<file path="src/rtl/flrd_pkg.sv">
package flrd_pkg;
   typedef enum logic {
      RD_ASYNC = 1'b0,
      RD_SYNC  = 1'b1
   } rd_mode_e;
endpackage

</file>
<file path="src/rtl/flrd_mode_reg.sv">
module flrd_mode_reg
   import flrd_pkg::*;
#(
   parameter int          DQ_W     = 16,
   parameter int          MODE_BIT = 15,
   parameter logic [15:0] CFG_WORD = 16'h0060
) (
   input  logic            clk,
   input  logic            rst_n,
   input  logic            ce_n,
   input  logic            we_n,
   input  logic [DQ_W-1:0] dq_i,
   output rd_mode_e        mode_o
);
   localparam logic [DQ_W-1:0] MODE_MASK = DQ_W'(1) << MODE_BIT;
   localparam logic [DQ_W-1:0] KEY       = DQ_W'(CFG_WORD) & ~MODE_MASK;

   rd_mode_e mode_q;
   logic     wr_cyc;
   logic     key_hit;

   assign wr_cyc  = !ce_n && !we_n;
   assign key_hit = (dq_i & ~MODE_MASK) == KEY;

   always_ff @(posedge clk or negedge rst_n) begin
      if (!rst_n) begin
         mode_q <= RD_ASYNC;
      end else if (wr_cyc && key_hit) begin
         mode_q <= dq_i[MODE_BIT] ? RD_ASYNC : RD_SYNC;
      end
   end

   assign mode_o = mode_q;

   // a write with a foreign data word leaves the mode alone
   p_mode_hold_r3: assert property (@(posedge clk) disable iff (!rst_n)
      (wr_cyc && !key_hit) |=> $stable(mode_q));
   // mode only moves after a keyed write
   p_mode_cause_r2: assert property (@(posedge clk) disable iff (!rst_n)
      !$stable(mode_q) |-> $past(wr_cyc && key_hit));
endmodule

</file>
<file path="src/rtl/flrd_addr_latch.sv">
module flrd_addr_latch
   import flrd_pkg::*;
#(
   parameter int ADDR_W = 24
) (
   input  logic              clk,
   input  logic              rst_n,
   input  rd_mode_e          mode_i,
   input  logic              ce_n,
   input  logic              we_n,
   input  logic              adv_n,
   input  logic [ADDR_W-1:0] addr_i,
   output logic [ADDR_W-1:0] eff_addr_o
);
   logic [ADDR_W-1:0] latch_q;
   logic              bus_rd_side;
   logic              load_en;
   logic              step_en;

   assign bus_rd_side = !ce_n && we_n;
   assign load_en     = bus_rd_side && !adv_n;
   assign step_en     = bus_rd_side && adv_n && (mode_i == RD_SYNC);

   always_ff @(posedge clk or negedge rst_n) begin
      if (!rst_n) begin
         latch_q <= '0;
      end else if (load_en) begin
         latch_q <= addr_i;
      end else if (step_en) begin
         latch_q <= latch_q + ADDR_W'(1);
      end
   end

   always_comb begin
      if (mode_i == RD_ASYNC && !adv_n) begin
         eff_addr_o = addr_i;
      end else begin
         eff_addr_o = latch_q;
      end
   end

   // burst step by one word, wrapping
   p_burst_step_r7: assert property (@(posedge clk) disable iff (!rst_n)
      step_en |=> latch_q == ADDR_W'($past(latch_q) + ADDR_W'(1)));
   // deselected chip holds the address
   p_ce_hold_r8: assert property (@(posedge clk) disable iff (!rst_n)
      ce_n |=> $stable(latch_q));
   // async tracking while address-valid is low
   p_async_track_r5: assert property (@(posedge clk) disable iff (!rst_n)
      (mode_i == RD_ASYNC && load_en) |=> latch_q == $past(addr_i));
endmodule

</file>
<file path="src/rtl/flrd_part_decode.sv">
module flrd_part_decode #(
   parameter int PART_W = 5,
   localparam int NUM_PART = 1 << PART_W
) (
   input  logic [PART_W-1:0]   upper_i,
   output logic [PART_W-1:0]   idx_o,
   output logic [NUM_PART-1:0] sel_o
);
   assign idx_o = upper_i;

   for (genvar p = 0; p < NUM_PART; p++) begin : g_sel
      assign sel_o[p] = (upper_i == PART_W'(p));
   end
endmodule

</file>
<file path="src/rtl/flrd_array_model.sv">
module flrd_array_model #(
   parameter int ADDR_W = 24,
   parameter int DQ_W   = 16
) (
   input  logic [ADDR_W-1:0] addr_i,
   output logic [DQ_W-1:0]   data_o
);
   if (ADDR_W > DQ_W) begin : g_fold
      localparam int HI_W = ADDR_W - DQ_W;
      logic [HI_W-1:0] hi;
      assign hi     = addr_i[ADDR_W-1:DQ_W];
      assign data_o = addr_i[DQ_W-1:0] ^ DQ_W'(hi);
   end else begin : g_plain
      assign data_o = DQ_W'(addr_i);
   end
endmodule

</file>
<file path="src/rtl/flrd_out_gate.sv">
module flrd_out_gate #(
   parameter int DQ_W = 16
) (
   input  logic            rst_n,
   input  logic            ce_n,
   input  logic            oe_n,
   input  logic            we_n,
   input  logic [DQ_W-1:0] data_i,
   output logic [DQ_W-1:0] dq_o,
   output logic            dq_oe
);
   logic rd_ok;

   assign rd_ok = rst_n && we_n && !ce_n && !oe_n;
   assign dq_oe = rd_ok;
   assign dq_o  = rd_ok ? data_i : '0;
endmodule

</file>
<file path="src/rtl/flrd_front.sv">
module flrd_front
   import flrd_pkg::*;
#(
   parameter int          ADDR_W   = 24,
   parameter int          DQ_W     = 16,
   parameter int          PART_LSB = 19,
   parameter int          MODE_BIT = 15,
   parameter logic [15:0] CFG_WORD = 16'h0060,
   localparam int         PART_W   = ADDR_W - PART_LSB,
   localparam int         NUM_PART = 1 << PART_W
) (
   input  logic                clk,
   input  logic                rst_n,
   input  logic                ce_n,
   input  logic                oe_n,
   input  logic                we_n,
   input  logic                adv_n,
   input  logic [ADDR_W-1:0]   addr_i,
   input  logic [DQ_W-1:0]     dq_i,
   output logic [DQ_W-1:0]     dq_o,
   output logic                dq_oe,
   output logic [PART_W-1:0]   part_idx_o,
   output logic [NUM_PART-1:0] part_sel_o
);
   if (PART_LSB < 1 || PART_LSB >= ADDR_W) begin : g_bad_part
      $error("flrd_front: PART_LSB must lie inside the address");
   end
   if (PART_W > 8) begin : g_bad_count
      $error("flrd_front: too many partitions for the select vector");
   end
   if (MODE_BIT < 0 || MODE_BIT >= DQ_W || DQ_W > 16) begin : g_bad_dq
      $error("flrd_front: mode bit or data width out of range");
   end

   rd_mode_e          mode;
   logic [ADDR_W-1:0] eff_addr;
   logic [DQ_W-1:0]   arr_data;

   flrd_mode_reg #(
      .DQ_W(DQ_W), .MODE_BIT(MODE_BIT), .CFG_WORD(CFG_WORD)
   ) u_mode (
      .clk(clk), .rst_n(rst_n), .ce_n(ce_n), .we_n(we_n),
      .dq_i(dq_i), .mode_o(mode)
   );

   flrd_addr_latch #(.ADDR_W(ADDR_W)) u_latch (
      .clk(clk), .rst_n(rst_n), .mode_i(mode), .ce_n(ce_n), .we_n(we_n),
      .adv_n(adv_n), .addr_i(addr_i), .eff_addr_o(eff_addr)
   );

   flrd_part_decode #(.PART_W(PART_W)) u_part (
      .upper_i(eff_addr[ADDR_W-1:PART_LSB]),
      .idx_o(part_idx_o), .sel_o(part_sel_o)
   );

   flrd_array_model #(.ADDR_W(ADDR_W), .DQ_W(DQ_W)) u_array (
      .addr_i(eff_addr), .data_o(arr_data)
   );

   flrd_out_gate #(.DQ_W(DQ_W)) u_gate (
      .rst_n(rst_n), .ce_n(ce_n), .oe_n(oe_n), .we_n(we_n),
      .data_i(arr_data), .dq_o(dq_o), .dq_oe(dq_oe)
   );

   // output enable high never drives the bus
   p_oe_blocks_r10: assert property (@(posedge clk) disable iff (!rst_n)
      (oe_n || ce_n || !we_n) |-> !dq_oe);
   // exactly one partition selected
   p_part_onehot_r9: assert property (@(posedge clk) disable iff (!rst_n)
      $onehot(part_sel_o));
   // select and index agree
   p_part_match_r9: assert property (@(posedge clk) disable iff (!rst_n)
      part_sel_o[part_idx_o]);
endmodule

</file>
<file path="config.mk">
export PLATFORM = sky130hd
export DESIGN_NAME = flrd_front
export DESIGN_NICKNAME = d
export VERILOG_FILES = /design/src/rtl/flrd_pkg.sv /design/src/rtl/flrd_mode_reg.sv /design/src/rtl/flrd_addr_latch.sv /design/src/rtl/flrd_part_decode.sv /design/src/rtl/flrd_array_model.sv /design/src/rtl/flrd_out_gate.sv /design/src/rtl/flrd_front.sv
export SDC_FILE = /design/constraint.sdc
export NUM_CORES = 1
export LEC_CHECK = 0
export BUFFER_PORTS_ARGS = -buffer_cell sky130_fd_sc_hd__clkbuf_2
export CORE_ASPECT_RATIO = 0.9
export CORE_MARGIN = 2
export CORE_UTILIZATION = 44
export CTS_CLUSTER_SIZE = 25
export DETAILED_ROUTE_END_ITERATION = 6
export PLACE_DENSITY = 0.76
export SKIP_CTS_REPAIR_TIMING = 1
export SLEW_MARGIN = 20
export SYNTH_ARGS = -nofsm -noshare
export SYNTH_HDL_FRONTEND = slang
export SYNTH_SLANG_ARGS = --single-unit
</file>
<file path="constraint.sdc">
create_clock -name clk -period 1.65 [get_ports clk]
set_input_delay 0.165 -clock clk [delete_from_list [all_inputs] [get_ports clk]]
set_output_delay 0.165 -clock clk [all_outputs]
set_load 0.02 [all_outputs]
</file>
==> flow_metrics.py, run 1 <==
metrics = {
    "sta": {
        "finClkSkew_ns": 0.0123,
        "worst_slack_ns": -0.514,
        "timing.final.hold_violations": 0,
        "worst_pin_slew_ns": 0.466,
        "finalSetupViolations": 68,
        "hold_ws_ns": 0.0740,
        "fin_crit_sh_pct": 131,
        "rsz0062_at_grt": "yes",
        "slew_headroom_pct": 68.7,
        "report.final.slew_viol_count": 0,
        "fin_setup_tns_ns": -20.36,
        "period_needed_ns": 2.16,
        "fmaxAchievable_mhz": 462,
    },
    "drt": {
        "drcViolationCount": 0,
        "dr.pass1.iters": 7,
        "viasPerCell": 6.44,
        "drt-initial-drc-count": 510,
        "antenna_left": 0,
        "vias": 3466,
        "routed_wl_mm": 10.9,
        "routedWlPerCell_um": 20.3,
    },
    "worst_setup_path": {
        "cp_num_buf_inv": 1,
        "worst_ep_required_time_ns": 1.48,
        "reg2reg_to": "u_latch.latch_q[11]",
        "cp_top_family": "simple AND/OR/NAND/NOR gates",
        "path_cells": "or2_4, mux2i_4, nand3_2, nor2_4, clkbuf_2",
        "start_kind": "flip-flop",
        "worst_ep_arrival_time_ns": 2.00,
        "max_stage_delay_ns": 0.44,
        "r2r-start": "u_mode.mode_o",
        "cp_slowest_cell": "dfrtp_1",
        "cp_max_fo": 6,
        "critPathKind": "reg -> out",
        "r2r_slack_ns": -0.22,
        "reg2regPathDepth": 6,
        "endpoint_kind": "output port",
    },
    "clock_network": {
        "clockBufferDepth": 2,
        "htreeDepth": 1,
        "cts_buffers": 3,
        "cts_num_sinks": 25,
        "cts_tree": "yes",
        "insertion_delay_ns": 0.28,
        "cts_root_buf": "clkbuf_8",
        "cts.clk_slew.worst_paths_ns": 0.09,
    },
    "placed_design": {
        "placed_cells": 518,
        "dpl_cell_area_um2": 3700,
        "port-buffer-count": 99,
        "hpwlAfterDp_mm": 6.47,
        "gp_congestion": 0.864,
        "pre_cts_ws_ns": -0.196,
    },
    "worst_hold_path": {
        "hp-class": "in -> reg",
        "worstHoldStart": "dq_i[15]",
        "holdPathEnd": "u_mode.mode_o",
        "min_path_cells": 2,
    },
    "pwr": {
        "leakagePower_nw": 1.82,
        "ir_drop_uv": 600,
        "power.internal_mw": 1.81,
        "swShare_pct": 46.1,
        "pwr-share-seq_pct": 26.5,
        "power_frac_comb_pct": 61.9,
        "clockPowerShare_pct": 11.6,
        "power_density_nw_per_um2": 769,
        "p_switching_mw": 1.55,
    },
    "grt": {
        "grt_pass1_wl_mm": 13.3,
        "globalRouteOverflowTotal": 0,
        "grt_max_degree": 27,
        "gr-usage-all-layers_pct": 28.1,
        "antenna_found_initial": 0,
        "grt_pass1_vias": 2785,
    },
    "synth": {
        "synth_nets": 366,
        "yosys_warnings": 0,
        "ys_seq_area_share_pct": 25.9,
        "synth_seq_cells": 25,
        "synth_edf_count": 0,
        "ys.flop_type": "dfrtp_1",
        "syn_avg_cell_area_um2": 7.57,
        "synth_cells": 319,
        "synth_area_um2": 2420,
        "synth.distinct_cells": 56,
        "ys_async_sr_fraction_pct": 100,
    },
    "layout": {
        "areaGrowthSynthToFinish_pct": 80.6,
        "mostFrequentLayoutCells": "clkbuf_2 (68), buf_4 (52), buf_6 (40)",
        "instances_no_fill": 538,
        "drive_gt1_share_pct": 56.9,
        "diodes": 0,
        "stdcell_area_um2": 4360,
        "layout_commonest_cell": "clkbuf_2",
        "fin_nets": 519,
    },
    "run": {
        "cap_violations": 0,
    },
    "die": {
        "rows": 25,
        "coreArea_um2": 5290,
        "dieArea_um2": 6100,
        "fp.dieW_um": 82.1,
        "ios": 100,
        "die_h_um": 74.3,
        "initial_core_util_pct": 45.7,
    },
    "status": {
        "violations": "negative setup slack",
        "status": "finished with violations",
    },
}
[logic make-up (layout without fill, tap and decap cells)]
family / count (synthesis) / after routing / share of synthesized area (%)
adders and majority gates: 1 / 1 / 0.518
buffers and inverters: 36 / 188 / 6.78
xor gates and xnor gates: 16 / 16 / 5.80
DFF: 25 / 25 / 25.9
and+or+nand+nor: 167 / 167 / 36.4
AOI/OAI and AO/OA: 58 / 58 / 16.9
muxes: 16 / 16 / 7.72
[power by group through the flow]
stage / Combinational [mW] / Sequential (mW) / Clock [mW]
2_1_floorplan: 1.04 / 0.842 / 0
3_3_place_gp: 1.65 / 0.850 / 0
3_5_place_dp: 1.69 / 0.852 / 0
4_1_cts: 1.70 / 0.844 / 0.385
5_1_grt: 2.17 / 0.896 / 0.408
6_report: 2.08 / 0.888 / 0.390
[per-stage QoR]
| stage | power (mW) | utilization, % |
|---|---|---|
| 6_report | 3.36 | 82.5 |
| 2_1_floorplan | 1.88 | - |
| 3_3_place_gp | 2.50 | 70.0 |
| 3_5_place_dp | 2.54 | 70.0 |
| 4_1_cts | 2.93 | 70.9 |
| 5_1_grt | 3.47 | 82.5 |
[how the worst max path moves through the flow]
| stage | slack, ns | to | depth (start not counted) | from |
|---|---|---|---|---|
| 6_report | -0.51 | part_sel_o[22] | 5 | u_mode.mode_o |
| 5_1_grt | -0.56 | part_sel_o[22] | 5 | u_mode.mode_o |
| 4_1_cts | -0.50 | part_sel_o[22] | 6 | u_mode.mode_o |
| 3_5_place_dp | -0.20 | part_sel_o[22] | 6 | u_mode.mode_o |
| 3_3_place_gp | -0.1 | part_sel_o[4] | 6 | u_mode.mode_o |
| 2_1_floorplan | -0.18 | part_sel_o[0] | 5 | u_mode.mode_o |
[registers in the layout, summed over array words and instances (netlist names)]
register / cells
u_mode.mode_o: 1
u_latch.latch_q: 24
[area by class of cell]
class | instances | area, um^2
Multi-Input combinational cell | 258 | 2180
Timing Repair Buffer | 171 | 1370
Fill cell | 301 | 923
Sequential cell | 25 | 628
Tap cell | 67 | 83.8
Inverter | 13 | 56.3
Clock buffer | 3 | 41.3
Clock inverter | 1 | 5.00
[cell usage after synthesis (4+ instances only)]
master     n  area (um^2)
nand2_1   33          124
clkbuf_1   7         26.3
buf_2     11         55.1
o21ai_0   13         65.1
nor3b_1    7         52.6
nor4_1     9         56.3
xnor2_1   10         87.6
a221o_1    7         70.1
nand3_1   19         95.1
inv_1     12         45.0
nor3_1     9         45.0
nor2_1    52          195
xor2_1     6         52.6
a21oi_1    9         45.0
nand4_1    6         37.5
dfrtp_1   25          626
a22oi_1    7         52.6
a31oi_1    4         25.0
mux2i_1   13          130
[layer usage]
layer  wire length (um)  track usage, %  vias to the layer above
met4                595            6.48                        0
met3                983            5.22                       77
met1               4160            37.2                     1630
li1                   -               -                     1472
met2               5200            47.9                      287
met5                  0               0                        -
Note: power is estimated with default switching activity, not from simulation.
==> inputs of run 2 (changes only) <==
- CORE_UTILIZATION: 44 -> 40
- PLACE_DENSITY: 0.76 -> 0.7
- SLEW_MARGIN: 20 -> 40
==> flow_metrics.py, run 2 (synthesized netlist as in run 1, its figures left out) <==
metrics = {
    "die": {
        "initial_core_util_pct": 42.0,
        "coreArea_um2": 5760,
        "rows": 26,
        "ios": 100,
        "dieArea_um2": 6680,
        "fp.dieW_um": 85.9,
        "die_h_um": 77.7,
    },
    "layout": {
        "mostFrequentLayoutCells": "buf_4 (59), buf_6 (57), clkbuf_2 (49)",
        "drive_gt1_share_pct": 60.7,
        "instances_no_fill": 551,
        "fill_cells": 313,
        "top_register": "u_latch.latch_q",
        "layout_commonest_cell": "buf_4",
        "fin_nets": 529,
        "diodes": 0,
        "stdcell_area_um2": 4770,
        "largest_reg_flops": 24,
        "areaGrowthSynthToFinish_pct": 97.5,
    },
    "pwr": {
        "leakagePower_nw": 1.97,
        "ir_drop_uv": 421,
        "power_density_nw_per_um2": 761,
    },
    "drt": {
        "drcViolationCount": 0,
        "routedWlPerCell_um": 22.3,
        "antenna_left": 0,
        "dr.pass1.iters": 5,
        "routed_wl_mm": 12.3,
        "drt-initial-drc-count": 384,
        "vias": 3496,
        "viasPerCell": 6.34,
    },
    "worst_setup_path": {
        "critPathKind": "reg -> out",
        "cp_max_fo": 5,
        "r2r_slack_ns": -0.20,
        "worst_ep_required_time_ns": 1.48,
        "endpoint_kind": "output port",
        "max_stage_delay_ns": 0.40,
        "path_cells": "buf_6, nor2_4, mux2i_4, buf_12, buf_12, nand3_4, nor2_4, buf_6",
        "start_kind": "flip-flop",
        "cp_slowest_cell": "dfrtp_1",
        "worst_ep_arrival_time_ns": 1.97,
    },
    "sta": {
        "worst_pin_slew_ns": 0.526,
        "finalSetupViolations": 69,
        "report.final.slew_viol_count": 0,
        "period_needed_ns": 2.14,
        "fin_crit_sh_pct": 130,
        "slew_headroom_pct": 64.6,
        "finClkSkew_ns": 0.0103,
        "worst_slack_ns": -0.490,
        "fmaxAchievable_mhz": 467,
        "rsz0062_at_grt": "yes",
        "timing.final.hold_violations": 0,
    },
    "clock_network": {
        "cts.clk_slew.worst_paths_ns": 0.10,
        "cts_root_buf": "clkbuf_8",
        "cts_buffers": 3,
        "htreeDepth": 1,
        "cts_tree": "yes",
        "insertion_delay_ns": 0.30,
        "clockBufferDepth": 2,
        "cts_num_sinks": 25,
    },
    "worst_hold_path": {
        "hp-class": "in -> reg",
    },
    "grt": {
        "globalRouteOverflowTotal": 0,
        "grt_pass1_vias": 2750,
        "antenna_found_initial": 0,
        "gr-usage-all-layers_pct": 24.4,
        "grt_max_degree": 27,
        "grt_pass1_wl_mm": 13.2,
    },
    "placed_design": {
        "port-buffer-count": 99,
        "gp_congestion": 0.854,
        "placed_cells": 518,
        "hpwlAfterDp_mm": 6.43,
        "dpl_cell_area_um2": 3680,
    },
    "run": {
        "cap_violations": 0,
    },
    "status": {
        "violations": "negative setup slack",
        "status": "finished with violations",
    },
}
[run 2: power breakdown]
group	internal (mW)	switching, mW
Sequential	0.728	0.172
Combinational	1.03	1.28
Clock	0.175	0.245
Total	1.93	1.70
[run 2: critical path: cells and delay by family, from the launching register on]
kind / cells / cell delay, ns
buf+inv: 4 / 0.52
flops: 1 / 0.40
mux: 1 / 0.30
simple gates: 3 / 0.45
[run 2: per-stage QoR]
stage	setup TNS [ns]	utilization, %	setup slack, ns	hold slack (ns)	total power [mW]
6_report	-19.58	82.9	-0.490	0.0739	3.63
5_1_grt	-23.59	82.9	-0.583	0.0869	3.72
4_1_cts	-17.99	64.7	-0.466	-0.0474	2.91
3_5_place_dp	-3.44	63.9	-0.157	0.254	2.53
3_3_place_gp	-2.18	63.9	-0.0971	0.247	2.48
2_1_floorplan	-3.65	-	-0.181	-0.131	1.88
[run 2: routing by layer]
metal / track usage [%] / wire length (um)
met4: 3.81 / 894
met2: 41.2 / 5690
met3: 3.09 / 1080
met5: 0 / 0
met1: 33.9 / 4650
[run 2: path summary, 6_finish.rpt]
path | startpoint | end | cells after the start
worst max register to register | u_mode.mode_o | u_latch.latch_q[21] | 6
worst max-delay path | u_mode.mode_o | part_sel_o[11] | 8
max in group asynchronous | rst_n | u_latch.latch_q[19] | 3
min in group asynchronous | rst_n | u_latch.latch_q[8] | 3
worst min register to register | u_latch.latch_q[18] | u_latch.latch_q[18] | 3
worst min-delay path | dq_i[15] | u_mode.mode_o | 2
[run 2: area by class of cell]
cell class / instances / area, um^2 / share of cell area [%]
Timing Repair Buffer: 181 / 1620 / 34.0
Multi-Input combinational cell: 258 / 2320 / 48.7
Tap cell: 70 / 87.6 / 1.84
Sequential cell: 25 / 628 / 13.2
Clock buffer: 4 / 45.0 / 0.944
Inverter: 13 / 68.8 / 1.44
